==> src/rtl/rtc_pkg.sv <==
package rtc_pkg;
  localparam int DATA_W    = 8;
  localparam int NUM_REGS  = 8;
  localparam int SEL_W     = $clog2(NUM_REGS);

  typedef enum logic [SEL_W-1:0] {
    REG_CTRL = 3'd0,
    REG_SEC  = 3'd1,
    REG_MIN  = 3'd2,
    REG_HOUR = 3'd3,
    REG_DOW  = 3'd4,
    REG_DATE = 3'd5,
    REG_MON  = 3'd6,
    REG_YEAR = 3'd7
  } reg_sel_e;

  // binary calendar state
  typedef struct packed {
    logic [6:0] year;
    logic [3:0] mon;
    logic [4:0] date;
    logic [2:0] dow;
    logic [4:0] hour;
    logic [5:0] min;
    logic [5:0] sec;
  } cal_t;

  function automatic logic [7:0] bin2bcd(input logic [6:0] v);
    logic [6:0] tens;
    logic [6:0] ones;
    tens = v / 7'd10;
    ones = v - tens * 7'd10;
    return {tens[3:0], ones[3:0]};
  endfunction

  function automatic logic [6:0] bcd2bin(input logic [7:0] b);
    return {3'b000, b[7:4]} * 7'd10 + {3'b000, b[3:0]};
  endfunction

  // bits a host may store in each visible register
  function automatic logic [7:0] wr_mask(input reg_sel_e s);
    logic [7:0] m;
    unique case (s)
      REG_CTRL: m = 8'hC0;
      REG_SEC:  m = 8'h7F;
      REG_MIN:  m = 8'h7F;
      REG_HOUR: m = 8'h3F;
      REG_DOW:  m = 8'h07;
      REG_DATE: m = 8'h3F;
      REG_MON:  m = 8'h1F;
      default:  m = 8'hFF;
    endcase
    return m;
  endfunction

  function automatic logic [4:0] days_in_month(input logic [3:0] m, input logic leap);
    logic [4:0] d;
    unique case (m)
      4'd2:                    d = leap ? 5'd29 : 5'd28;
      4'd4, 4'd6, 4'd9, 4'd11: d = 5'd30;
      default:                 d = 5'd31;
    endcase
    return d;
  endfunction

  localparam cal_t CAL_RESET = '{year: 7'd0, mon: 4'd1, date: 5'd1, dow: 3'd1,
                                 hour: 5'd0, min: 6'd0, sec: 6'd0};
endpackage

==> src/rtl/rtc_calendar.sv <==
module rtc_calendar
  import rtc_pkg::*;
(
  input  logic clk,
  input  logic rst,
  input  logic tick,
  input  logic halt,
  input  logic load,
  input  cal_t load_val,
  output cal_t now
);
  cal_t       nxt;
  logic       leap;
  logic [4:0] dim;

  always_comb begin
    nxt  = now;
    leap = (now.year[1:0] == 2'b00);
    dim  = days_in_month(now.mon, leap);
    if (now.sec >= 6'd59) begin
      nxt.sec = 6'd0;
      if (now.min >= 6'd59) begin
        nxt.min = 6'd0;
        if (now.hour >= 5'd23) begin
          nxt.hour = 5'd0;
          nxt.dow  = (now.dow >= 3'd7) ? 3'd1 : now.dow + 3'd1;
          if (now.date >= dim) begin
            nxt.date = 5'd1;
            if (now.mon >= 4'd12) begin
              nxt.mon  = 4'd1;
              nxt.year = (now.year >= 7'd99) ? 7'd0 : now.year + 7'd1;
            end else begin
              nxt.mon = now.mon + 4'd1;
            end
          end else begin
            nxt.date = now.date + 5'd1;
          end
        end else begin
          nxt.hour = now.hour + 5'd1;
        end
      end else begin
        nxt.min = now.min + 6'd1;
      end
    end else begin
      nxt.sec = now.sec + 6'd1;
    end
  end

  always_ff @(posedge clk) begin
    if (rst) begin
      now <= CAL_RESET;
    end else if (load) begin
      now <= load_val;
    end else if (tick && !halt) begin
      now <= nxt;
    end
  end
endmodule

==> src/rtl/rtc_access.sv <==
module rtc_access
  import rtc_pkg::*;
#(
  parameter int ADDR_W = 19
) (
  input  logic              clk,
  input  logic              rst,
  input  logic              cs_n,
  input  logic              oe_n,
  input  logic              we_n,
  input  logic [ADDR_W-1:0] addr,
  input  logic              pwr_fail,
  output logic              win_wr,
  output logic              win_rd_oe,
  output reg_sel_e          sel,
  output logic              ram_ce_n,
  output logic              dq_oe,
  output logic              pf_n
);
  logic in_win;
  logic active;

  assign in_win    = &addr[ADDR_W-1:SEL_W];
  assign active    = !cs_n && !pwr_fail;
  assign sel       = reg_sel_e'(addr[SEL_W-1:0]);
  assign win_wr    = active && in_win && !we_n;
  assign win_rd_oe = active && in_win && we_n && !oe_n;
  assign ram_ce_n  = !(active && !in_win);

  always_ff @(posedge clk) begin
    if (rst) begin
      dq_oe <= 1'b0;
      pf_n  <= 1'b1;
    end else begin
      dq_oe <= win_rd_oe;
      pf_n  <= !pwr_fail;
    end
  end
endmodule

==> src/rtl/rtc_window.sv <==
module rtc_window
  import rtc_pkg::*;
(
  input  logic              clk,
  input  logic              rst,
  input  logic              tick,
  input  logic              wr_en,
  input  logic              rd_en,
  input  reg_sel_e          sel,
  input  logic [DATA_W-1:0] wdata,
  input  cal_t              live,
  output logic              load,
  output cal_t              load_val,
  output logic              osc_stop,
  output logic [DATA_W-1:0] rdata
);
  logic [DATA_W-1:0] vis      [NUM_REGS];
  logic [DATA_W-1:0] live_bcd [NUM_REGS];
  logic [DATA_W-1:0] rb;
  logic              ft;
  logic              tick_q;
  logic              hold_w;
  logic              hold_r;
  logic [6:0]        b_year, b_mon, b_date, b_dow, b_hour, b_min, b_sec;

  assign hold_w = vis[REG_CTRL][7];
  assign hold_r = vis[REG_CTRL][6];

  always_comb begin
    live_bcd[REG_CTRL] = '0;
    live_bcd[REG_SEC]  = bin2bcd({1'b0, live.sec});
    live_bcd[REG_MIN]  = bin2bcd({1'b0, live.min});
    live_bcd[REG_HOUR] = bin2bcd({2'b0, live.hour});
    live_bcd[REG_DOW]  = bin2bcd({4'b0, live.dow});
    live_bcd[REG_DATE] = bin2bcd({2'b0, live.date});
    live_bcd[REG_MON]  = bin2bcd({3'b0, live.mon});
    live_bcd[REG_YEAR] = bin2bcd(live.year);
  end

  always_comb begin
    b_sec  = bcd2bin(vis[REG_SEC]);
    b_min  = bcd2bin(vis[REG_MIN]);
    b_hour = bcd2bin(vis[REG_HOUR]);
    b_dow  = bcd2bin(vis[REG_DOW]);
    b_date = bcd2bin(vis[REG_DATE]);
    b_mon  = bcd2bin(vis[REG_MON]);
    b_year = bcd2bin(vis[REG_YEAR]);
    load_val.sec  = b_sec[5:0];
    load_val.min  = b_min[5:0];
    load_val.hour = b_hour[4:0];
    load_val.dow  = b_dow[2:0];
    load_val.date = b_date[4:0];
    load_val.mon  = b_mon[3:0];
    load_val.year = b_year;
  end

  // write-hold released by a control write with bit 7 clear
  assign load = wr_en && (sel == REG_CTRL) && hold_w && !wdata[7];

  always_comb begin
    unique case (sel)
      REG_SEC: rb = {osc_stop, vis[REG_SEC][6:0]};
      REG_DOW: rb = {1'b0, ft, 3'b000, vis[REG_DOW][2:0]};
      default: rb = vis[sel];
    endcase
  end

  always_ff @(posedge clk) begin
    if (rst) begin
      for (int i = 0; i < NUM_REGS; i++) begin
        vis[i] <= '0;
      end
      vis[REG_DOW]  <= 8'h01;
      vis[REG_DATE] <= 8'h01;
      vis[REG_MON]  <= 8'h01;
      ft       <= 1'b0;
      osc_stop <= 1'b0;
      tick_q   <= 1'b0;
      rdata    <= '0;
    end else begin
      tick_q <= tick;
      rdata  <= rd_en ? rb : '0;
      if (tick_q && !hold_w && !hold_r) begin
        for (int i = 1; i < NUM_REGS; i++) begin
          vis[i] <= live_bcd[i];
        end
      end
      if (wr_en) begin
        vis[sel] <= wdata & wr_mask(sel);
        if (sel == REG_SEC) osc_stop <= wdata[7];
        if (sel == REG_DOW) ft       <= wdata[6];
      end
    end
  end
endmodule

==> src/rtl/rtc_regwin.sv <==
module rtc_regwin
  import rtc_pkg::*;
#(
  parameter int ADDR_W = 19
) (
  input  logic              clk,
  input  logic              rst,
  input  logic              tick_1s,
  input  logic              pwr_fail,
  input  logic              cs_n,
  input  logic              oe_n,
  input  logic              we_n,
  input  logic [ADDR_W-1:0] addr,
  input  logic [7:0]        wdata,
  output logic [7:0]        dq_out,
  output logic              dq_oe,
  output logic              pf_n,
  output logic              ram_ce_n,
  output logic              ram_oe_n,
  output logic              ram_we_n,
  output logic [ADDR_W-1:0] ram_addr,
  output logic [7:0]        ram_wdata
);
  logic     win_wr;
  logic     win_rd_oe;
  reg_sel_e sel;
  logic     load;
  logic     osc_stop;
  cal_t     load_val;
  cal_t     live;

  assign ram_oe_n  = oe_n;
  assign ram_we_n  = we_n;
  assign ram_addr  = addr;
  assign ram_wdata = wdata;

  rtc_access #(.ADDR_W(ADDR_W)) u_access (
    .clk(clk), .rst(rst), .cs_n(cs_n), .oe_n(oe_n), .we_n(we_n),
    .addr(addr), .pwr_fail(pwr_fail), .win_wr(win_wr), .win_rd_oe(win_rd_oe),
    .sel(sel), .ram_ce_n(ram_ce_n), .dq_oe(dq_oe), .pf_n(pf_n)
  );

  rtc_window u_window (
    .clk(clk), .rst(rst), .tick(tick_1s), .wr_en(win_wr), .rd_en(win_rd_oe),
    .sel(sel), .wdata(wdata), .live(live), .load(load), .load_val(load_val),
    .osc_stop(osc_stop), .rdata(dq_out)
  );

  rtc_calendar u_calendar (
    .clk(clk), .rst(rst), .tick(tick_1s), .halt(osc_stop), .load(load),
    .load_val(load_val), .now(live)
  );
endmodule

==> config.mk <==
export PLATFORM = sky130hd
export DESIGN_NAME = rtc_regwin
export DESIGN_NICKNAME = d
export VERILOG_FILES = /design/src/rtl/rtc_pkg.sv /design/src/rtl/rtc_calendar.sv /design/src/rtl/rtc_access.sv /design/src/rtl/rtc_window.sv /design/src/rtl/rtc_regwin.sv
export SDC_FILE = /design/constraint.sdc
export NUM_CORES = 1
export LEC_CHECK = 0
export BUFFER_PORTS_ARGS = -buffer_cell sky130_fd_sc_hd__buf_2
export CORE_UTILIZATION = 55
export DETAILED_ROUTE_END_ITERATION = 16
export GPL_ROUTABILITY_DRIVEN = 0
export GPL_TIMING_DRIVEN = 0
export PLACE_DENSITY = 0.78
export SKIP_CTS_REPAIR_TIMING = 1
export SLEW_MARGIN = 20
export SYNTH_ARGS = -nofsm -noshare
export SYNTH_HDL_FRONTEND = slang
export SYNTH_SLANG_ARGS = --single-unit
==> constraint.sdc <==
create_clock -name clk -period 4 [get_ports clk]
set_input_delay 0.6 -clock clk [delete_from_list [all_inputs] [get_ports clk]]
set_output_delay 0.6 -clock clk [all_outputs]
set_load 0.02 [all_outputs]
# [After elaboration in Yosys (flattened, before gate mapping)]
# Memory sizes are Yosys's and may differ from the RTL's.
# Index checks and enable logic that the tools add are counted.
[word_totals] register_bits=49 ram_bits=64 input_bits=34 out_inout_bits=40 word_cells=198 mem_count=1
[memory_table] memory="u_window.vis" words=8 width=8 rd=9 rd_clocked_by_memory_dff=0 write_ports=8 line_no="rtc_window.sv:17" source="logic [DATA_W-1:0] vis [NUM_REGS];"
[classes] add_sub_neg=21 multipliers=14 div=7 order_cmp=7 eq_ne=18 mux=41 n_bitwise=33 n_reduce_logical=43
[op_table] cell="8-bit two-way mux" n=13
[op_table] cell="36-bit two-way mux" n=2
[op_table] cell="7-bit by 3-bit multiplier with 3-bit output, second input constant" n=7
[op_table] cell="8-bit case mux with 5 select lines" n=1
[op_table] cell="30-bit two-way mux" n=1
[op_table] cell="24-bit two-way mux" n=1
[op_table] cell="4-bit subtractor" n=6
[op_table] cell="3-bit equality test, first input constant" n=7
[op_table] cell="19-bit two-way mux" n=1
[op_table] cell="8-bit case mux with 2 select lines" n=1
[op_table] cell="16-bit AND reduction" n=1
[op_table] cell="1-bit AND" n=14
[op_table] cell="5-bit by 4-bit divider with 7-bit output, second input constant" n=2
[op_table] cell="6-bit by 4-bit divider with 7-bit output, second input constant" n=2
[op_table] cell="7-bit two-way mux" n=2
[op_table] cell="6-bit by 1-bit adder with 6-bit output, second input constant" n=2
[op_table] cell="6-bit by 4-bit adder with 6-bit output" n=2
[op_table] cell="6-bit greater-or-equal comparator, second input constant" n=2
[op_table] cell="1-bit logical AND" n=12
[op_table] cell="6-bit two-way mux" n=2
[op_table] cell="2-bit nonzero test" n=6
[op_table] cell="11-bit two-way mux" n=1
[op_table] cell="5-bit by 1-bit adder with 5-bit output, second input constant" n=2
[op_table] cell="5-bit by 4-bit adder with 5-bit output" n=2
[op_table] cell="45 further kinds" n=92

# [Longest topological paths before layout]
# Gate-level depths: netlist of run 1.
[depth] depth_word=10 mapped_depth=19 ltp_nobuf=18

# [Hierarchy]
# From an unflattened synthesis of run 1, not the netlist that was laid out.
[unflattened] cells_unflattened=870 area_unflattened_um2=8091.5
[by_module_without_submodules] module="rtc_window" n_inst=1 cells_each=531 area_per_inst_um2=5413.9 seq_area_each_um2=2052.0
[by_module_without_submodules] module="rtc_calendar" n_inst=1 cells_each=293 area_per_inst_um2=2313.5 seq_area_each_um2=720.7
[by_module_without_submodules] module="rtc_regwin" n_inst=1 cells_each=29 area_per_inst_um2=217.7 seq_area_each_um2=0.0
[by_module_without_submodules] module="rtc_access" n_inst=1 cells_each=17 area_per_inst_um2=146.4 seq_area_each_um2=40.0

# [Worst setup path after synthesis of run 1]
# OpenSTA, ideal clock, no wires.
[synth_path] path_type="reg2reg" start="reg u_calendar.now[33] (netlist name)" end="mem u_window.vis[7][3], data pin" setup_ps=277 arrival_time_ps=3602 required_ps=3723 path_slack_ps=122 path_stages_with_launch=18 n_path_buf=1 synth_period_minus_slack_ps=3878 cell_sequence="dfxtp_1 clkbuf_1 nor2b_1 nor3_1 a211oi_1 inv_1 ha_1 nor3b_1 a21oi_1 a31oi_1 nor2_1 a211o_1 ha_1 fa_1 xor2_1 xnor2_1 xnor2_1 o22ai_1"
[synth_rtl] item="start: declaration" line_no="rtc_calendar.sv:10" source="output cal_t now"
[synth_rtl] item="start signal: assignment" line_no="rtc_calendar.sv:53" source="now <= load_val;"
[synth_rtl] item="start signal: assignment" line_no="rtc_calendar.sv:55" source="now <= nxt;"
[synth_rtl] item="end: declaration" line_no="rtc_window.sv:17"

==> out/metrics.cfg, run 1 <==
[pwr]
cellLeakagePower_nw=3.77
vdd_drop_max_mv=0.220
powerDensity_nw_per_um2=271

[drt]
drt_iter0_markers=971
wirelength_microns=23400
dr_total_vias=7309
drt_first_pass_iters=5
wl_met3_microns=2310
wl_met2_microns=10800
wl_met1_microns=9640
dr.max_layer_used=met4
wl_per_cell_microns=19.4
viasPerCell=6.07
route.detailed.drc=0
final_antenna_net_count=0

[global_routing]
grt_first_pass_wirelength_microns=35500
grt_usage=0.299
grt_pass1_vias=6634
grt-ovfl-total=0
grt_max_degree=18
antenna_found_initial=0

[setup_path]
cp-end-kind=flip-flop
required_ns=4.08
start_kind=flip-flop
crit_type=flip-flop to flip-flop
worstPathMaxFanout=10
cp.arrival_ns=3.94

[clock_network]
cts_root_buffer=clkbuf_16
clockBufferDepth=2
cts_sinks=110
cts_made_buffers=9
cts_tree=done
clk_pin_slew_ns=0.07
insertion_delay_ns=0.37
cts_max_level=3

[placed_design]
dp_hpwl_microns=17200
postPlaceCellArea_sq_um=8890
io_buffer_count=70
dpl_worst_slack_ns=-0.432

[outcome]
status=complete, no violations

[synthesis]
yosys_warnings=0
synth_cell_types=74
ys_seq_area_frac=0.341
synth-edff-count=61
ys_ff_latch=110
async_flop_share=0
synth_area_sq_um=8250
synthCells=914
syn_avg_cell_area_sq_um=9.03
synthFlopType=edfxtp_1

[cells_and_area]
nets=1131
final_util=0.640
syn_to_final_growth_pct=13.2
drive_gt1_frac=0.185
antenna_cells=0
final_area_sq_um=9340
layout_common_cells=nor2_1, buf_2, ha_1
layout_commonest_cell=nor2_1

[die]
initial_core_util=0.566
pin_count=74
dieWidth_microns=124
core-area_sq_um=14600
chipHeight_microns=124
dieArea_sq_um=15500
placementRows=44

[sta]
hold_ws_ns=0.443
setup_viol=0
timing.fmax_mhz=259
tightest_slew_ns=1.01
max_slew_margin=0.320
layout_min_cycle_time_ns=3.86
period_share=0.965
drv_slew=0
finalClockSkew_ns=0.00485
hold_viol_final=0
finalWorstSetupSlack_ns=0.142

[flow_run]
maxCapViolCount=0

[min_path]
hold_path.class=input pin to flip-flop

-- through the flow --
stage,setup TNS (ns),cells,power [mW]
after global placement,-0.934,1184,1.57
after floorplan,0,930,1.47
final,0,1205,2.54
after global routing,-0.0893,1205,2.59
after detailed placement,-1.11,1184,1.58
after CTS,-1.17,1200,2.53
-- state kept, by name, indices dropped and copies added, names as in the netlist --
signal	cells
u_calendar.now	36
u_window.tick_q	1
u_access.pf_n	1
u_window.rdata	8
u_access.dq_oe	1
u_window.osc_stop	1
u_window.ft	1
u_window.vis	61
-- cells in the mapped netlist (5+ instances only) --
library cell / n / area share
a211oi_1: 30 / 0.027
a21o_1: 9 / 0.0082
a21oi_1: 46 / 0.028
a311oi_1: 5 / 0.0053
a31oi_1: 15 / 0.011
and3_1: 10 / 0.0076
buf_1: 6 / 0.0027
buf_2: 8 / 0.0049
buf_4: 32 / 0.029
clkbuf_1: 37 / 0.017
dfxtp_1: 49 / 0.12
edfxtp_1: 61 / 0.22
fa_1: 11 / 0.027
ha_1: 70 / 0.11
inv_1: 57 / 0.026
mux2_2: 6 / 0.0082
mux2i_1: 10 / 0.012
mux4_2: 9 / 0.025
nand2_1: 63 / 0.029
nand2b_1: 11 / 0.0083
nand3_1: 36 / 0.022
nand4_1: 7 / 0.0053
nor2_1: 84 / 0.038
nor2b_1: 19 / 0.014
nor3_1: 24 / 0.015
o21ai_0: 66 / 0.040
o22ai_1: 6 / 0.0045
o22ai_2: 6 / 0.0091
o31ai_1: 5 / 0.0045
xnor2_1: 33 / 0.035
xor2_1: 13 / 0.014
-- cell type report --
cell class / count / area, sq um
Buffer: 84 / 479
Tap cell: 184 / 230
Fill cell: 1230 / 5250
Clock inverter: 1 / 7.51
Sequential cell: 110 / 2820
Inverter: 58 / 221
Clock buffer: 15 / 310
Timing Repair Buffer: 77 / 403
Multi-Input combinational cell: 676 / 4870
-- critical path, stage by stage (launching register included) --
cell      delay [ns]
dfxtp_1         0.32
buf_2           0.18
nand2_2         0.11
mux2i_1         0.07
nor2_1          0.09
a211oi_1        0.07
a211oi_2        0.31
inv_1           0.10
ha_1            0.29
nor3b_4         0.24
a21oi_1         0.10
a31oi_1         0.16
nor2_1          0.05
a211o_1         0.33
ha_1            0.21
fa_1            0.37
xor2_1          0.16
xnor2_1         0.18
xnor2_1         0.14
o22ai_1         0.09
-- cells by family after synthesis --
| group | synth area share |
|---|---|
| buffers and inverters | 0.0840 |
| AOI/OAI and AO/OA | 0.183 |
| xor gates and xnor gates | 0.0488 |
| muxes | 0.0449 |
| other | 0.000454 |
| DFF | 0.341 |
| and+or+nand+nor | 0.165 |
| adders and majority gates | 0.133 |
-- worst paths after layout --
kind | from | end | depth (start not counted) | slack [ns]
worst max-delay path | u_calendar.now[34] | u_window.vis[7][3] | 19 | 0.14
worst max register to register | u_calendar.now[34] | u_window.vis[7][3] | 19 | 0.14
worst min register to register | u_window.vis[6][0] | u_calendar.now[25] | 2 | 0.51
worst min-delay path | pwr_fail | u_access.pf_n | 2 | 0.44
-- power by group --
group	internal [mW]	leakage, nW	switching, mW
clock	0.534	0.152	0.436
combinational	0.123	2.61	0.189
sequential	1.22	1.01	0.0280
-- routing by layer --
layer / GRT usage / vias up
met5: 0 / -
met4: 0.104 / 0
met3: 0.0614 / 49
met2: 0.473 / 379
met1: 0.405 / 3449
li1: - / 3432
(Power assumes the default switching activity.)
==> run 2: changes to the inputs <==
GPL_TIMING_DRIVEN = not set   (was 0)
==> run 2 against run 1 <==
  * Design area shrank 4.6%
  * Count of clock-buffer cells in the layout shrank 2
  * Non-clock buffer count down 69
  * Flip-flop and latch count unchanged
  * Total power down 4.1%
  * Clock skew rose by 0.0023 ns
  * Die area is the same
  * Sequential power about the same
  * Clock power decreased by 7.7%
  * Combinational power fell by 8.6%
  * Routed wire length down 11%
  * Maximum frequency grew 0.73%
  * Highest routed layer unchanged
==> out/metrics.cfg, run 2 (synthesis gave the netlist of run 1 again) <==
[setup_path]
required_ns=4.10
crit_start=u_calendar.now[33]
cp-end-kind=flip-flop
r2r_slack_ns=0.17
cp.arrival_ns=3.93
start_kind=flip-flop
worstPathMaxFanout=8
r2r_start=u_calendar.now[33]
crit_type=flip-flop to flip-flop

[pwr]
powerDensity_nw_per_um2=273
switching_share=0.257
power.switching_mw=0.625
clock_power_share=0.368
pwr-share-seq=0.514
vdd_drop_max_mv=0.215
cellLeakagePower_nw=3.57
p_int_mw=1.81
p_total_mw=2.43
combinationalPowerShare=0.118

[flow_run]
maxCapViolCount=0

[cells_and_area]
layout_common_cells=nor2_1, buf_2, ha_1
antenna_cells=0
largest_reg_flops=61
nets=1062
n_fill_cell=1205
largest-register=u_window.vis
seq_area_sq_um=2820
multi_input_comb_area_sq_um=4850
reg_top3=u_window.vis: 61 flops, u_calendar.now: 36 flops, u_window.rdata: 8 flops
drive_gt1_frac=0.162
syn_to_final_growth_pct=7.97
layout_commonest_cell=nor2_1

[sta]
setup_viol=0
finalClockSkew_ns=0.00720
tightest_slew_ns=0.932
period_share=0.958
layout_min_cycle_time_ns=3.83
drv_slew=0
timing.fmax_mhz=261
hold_viol_final=0
finalWorstSetupSlack_ns=0.169
max_slew_margin=0.372

[global_routing]
antenna_found_initial=0
grt_usage=0.270
grt_pass1_vias=6324
grt_first_pass_wirelength_microns=32600
grt_max_degree=33
grt-ovfl-total=0

[min_path]
hold_path.class=input pin to flip-flop
min-delay-start=pwr_fail

[drt]
drt_iter0_markers=830
wl_per_cell_microns=18.4
drt_first_pass_iters=5
final_antenna_net_count=0
wirelength_microns=20900
dr_total_vias=7048
route.detailed.drc=0
viasPerCell=6.20

[die]
dieWidth_microns=124
pin_count=74
chipHeight_microns=124
placementRows=44
dieArea_sq_um=15500
initial_core_util=0.566
core-area_sq_um=14600

[clock_network]
cts_made_buffers=9
insertion_delay_ns=0.37
clk_pin_slew_ns=0.07
cts_max_level=3
clockBufferDepth=2
cts_root_buffer=clkbuf_16
cts_tree=done
cts_sinks=110

[placed_design]
dpl_worst_slack_ns=-0.0143
io_buffer_count=73
dp_hpwl_microns=15300

[outcome]
status=complete, no violations

[run 2: power by group through the flow]
stage,clock network (mW),registers [mW],logic (mW)
global route,0.934,1.25,0.308
finish,0.895,1.25,0.286
floorplan,0,1.26,0.205
CTS,0.899,1.25,0.284
detailed placement,0,1.28,0.282
global placement,0,1.27,0.276
[run 2: worst paths after layout]
kind / cells after the start / end
worst max register to register: 15 / u_window.vis[7][3]
worst min-delay path: 2 / u_access.pf_n
worst min register to register: 1 / u_calendar.now[20]
worst max-delay path: 15 / u_window.vis[7][3]
[run 2: final cells by class]
class	count	share of cell area
multi-input cells	676	0.544
flip-flops and latches	110	0.316
repair buffers	92	0.0570
clock buffers	13	0.0303
well taps	184	0.0258
inverters	58	0.0244
clock inverters	3	0.00211
[run 2: metrics by stage]
| stage | cell area, sq um | utilization | hold WS, ns | setup TNS [ns] | std cells |
|---|---|---|---|---|---|
| 4_1_cts | 8860 | 0.608 | 0.447 | -0.109 | 1136 |
| 5_1_grt | 8910 | 0.611 | 0.449 | -0.0229 | 1136 |
| 6_report | 8910 | 0.611 | 0.443 | 0 | 1136 |
| 3_3_place_gp | 8580 | 0.588 | 0.477 | 0 | 1120 |
| 3_5_place_dp | 8580 | 0.588 | 0.476 | -0.0143 | 1120 |
| 2_1_floorplan | 8310 | - | 0.449 | 0 | 930 |
[run 2: critical path: stages (launching register included)]
cell,delay [ns]
dfxtp_2,0.41
nor2b_2,0.28
nor3_1,0.10
a211oi_2,0.31
inv_1,0.11
ha_1,0.28
nor3b_4,0.24
a21boi_0,0.27
o32ai_1,0.11
a211o_1,0.28
ha_1,0.22
fa_1,0.38
xor2_1,0.16
xnor2_1,0.17
xnor2_1,0.14
o22ai_1,0.08
[run 2: layer usage]
metal	wire, microns	up-vias	track usage
li1	-	3297	-
met1	8960	3356	0.371
met2	9610	350	0.426
met3	1720	45	0.0438
met4	580	0	0.104
met5	0	-	0
==> run 3: changes to the inputs <==
PLACE_DENSITY = 0.77   (was 0.78)
==> run 3 against run 2 <==
  * Largest power group unchanged
  * Routed wire length rose by 0.41%
  * Count of clock-buffer cells in the layout did not move
  * Highest routed layer unchanged
  * Clock skew rose by 0.00083 ns
  * Sequential share of layout area fell by 0.094 points
  * Largest cell class unchanged
  * Critical endpoint is now u_window.vis[2][3]
  * Final cell count fell by 0.18%
  * Setup slack improved by 0.090 ns
  * First-iteration DRC count fell by 28%
==> out/metrics.cfg, run 3 (synthesis gave the netlist of run 1 again) <==
[outcome]
status=complete, no violations

[sta]
max_slew_margin=0.259
layout_min_cycle_time_ns=3.74
hold_viol_final=0
finalClockSkew_ns=0.00803
timing.fmax_mhz=267
period_share=0.935
drv_slew=0
setup_viol=0
tightest_slew_ns=1.11

[cells_and_area]
antenna_cells=0
largest-register=u_window.vis
drive_gt1_frac=0.157
seq_area_sq_um=2810
reg_top3=u_window.vis: 61 flops, u_calendar.now: 36 flops, u_window.rdata: 8 flops
largest_reg_flops=61
final_area_sq_um=8930
multi_input_comb_area_sq_um=4840
layout_common_cells=nor2_1, buf_2, ha_1
nets=1061
layout_commonest_cell=nor2_1
n_fill_cell=1221
final_util=0.612
syn_to_final_growth_pct=8.20

[global_routing]
met1_usage=0.385
grt-ovfl-total=0
antenna_found_initial=0
grt_first_pass_wirelength_microns=33500
grt_usage=0.277
met3_usage=0.0421
use_met2=0.432
grt_pass1_vias=6314
grt_max_degree=30
grt_most_used_layer=met2

[setup_path]
crit_type=flip-flop to flip-flop
required_ns=4.10
cp_common_cell=ha_1
cp_cell_sequence=inv_1 -> ha_1 -> or2_1 -> a221oi_4 -> nor2b_1 -> o21ai_0 -> o21a_1 -> ha_1 -> a31o_2 -> a21oi_1 -> a311o_1 -> ha_1 -> fa_1 -> xnor2_1 -> xnor2_1 -> o22ai_1
cp-end-kind=flip-flop
start_kind=flip-flop
cp.arrival_ns=3.84
cp_num_buf_inv=1
crit_start=u_calendar.now[10]
cp_slowest_cell=a311o_1
r2r_start=u_calendar.now[10]
slowest_delay_ns=0.38
path_delay_family=compound AO/OA/AOI/OAI gates
worstPathMaxFanout=5
r2r_slack_ns=0.26

[drt]
drt_first_pass_iters=5
dr_total_vias=6890
drt_iter0_markers=595
viasPerCell=6.08
wl_per_cell_microns=18.5
wirelength_microns=20900
final_antenna_net_count=0
route.detailed.drc=0

[clock_network]
clockBufferDepth=2
cts_made_buffers=9
clk_pin_slew_ns=0.07
cts_root_buffer=clkbuf_16
insertion_delay_ns=0.36
cts_sinks=110
cts_max_level=3
cts_tree=done

[min_path]
hold_path.class=input pin to flip-flop
min-delay-start=pwr_fail

[die]
dieArea_sq_um=15500
core-area_sq_um=14600
chipHeight_microns=124
placementRows=44
pin_count=74
dieWidth_microns=124
initial_core_util=0.566

[pwr]
powerDensity_nw_per_um2=282
cellLeakagePower_nw=3.56
vdd_drop_max_mv=0.205

[placed_design]
io_buffer_count=73
postPlaceCellArea_sq_um=8580
dp_hpwl_microns=15200

[flow_run]
maxCapViolCount=0

==> run 3: cell count changes in the layout (fill, tap and decap cells not counted), sizes merged <==
cell / delta
clkinvlp: +1
bufinv: +1
clkinv: -3
buf: -1
==> run 3: stage by stage <==
| step | hold WS [ns] | std cells | worst slack, ns | total power [mW] | TNS [ns] |
|---|---|---|---|---|---|
| after global placement | 0.486 | 1119 | 0.105 | 1.55 | 0 |
| final | 0.441 | 1134 | 0.259 | 2.52 | 0 |
| after global routing | 0.454 | 1134 | -0.000608 | 2.59 | -0.000608 |
| after detailed placement | 0.475 | 1119 | -0.0211 | 1.55 | -0.0211 |
| after floorplan | 0.449 | 930 | 0.122 | 1.47 | 0 |
| after CTS | 0.440 | 1134 | -0.0199 | 2.51 | -0.0199 |
==> run 3: final cells by class <==
class / count / area share
tap: 184 / 0.0258
timing repair buffer: 91 / 0.0574
sequential: 110 / 0.315
multi-input combinational: 676 / 0.542
inverter: 58 / 0.0244
clock inverter: 2 / 0.00420
clock buffer: 13 / 0.0315
==> run 3: final timing paths <==
check                                          end  cells past startpoint
worst max-delay path            u_window.vis[2][3]                     16
worst min-delay path                 u_access.pf_n                      2
worst max register to register  u_window.vis[2][3]                     16
worst min register to register  u_calendar.now[20]                      1
==> run 3: power breakdown <==
part	switching [mW]	total (mW)	internal (mW)
Combinational	0.177	0.285	0.108
Sequential	0.0271	1.25	1.22
Clock	0.425	0.981	0.556
==> run 3: worst register-to-register path: stages, from the launching register on <==
cell and delay [ns]:
dfxtp_1 0.33, inv_1 0.10, ha_1 0.22, or2_1 0.29, a221oi_4 0.36, nor2b_1 0.07
o21ai_0 0.15, o21a_1 0.19, ha_1 0.14, a31o_2 0.16, a21oi_1 0.05, a311o_1 0.38
ha_1 0.22, fa_1 0.38, xnor2_1 0.22, xnor2_1 0.15, o22ai_1 0.08
==> run 3: metal layers <==
metal  vias up  part of all wire
met2       331              0.46
met3        37             0.078
met5         -                 0
li1       3291                 -
met1      3231              0.44
met4         0             0.028
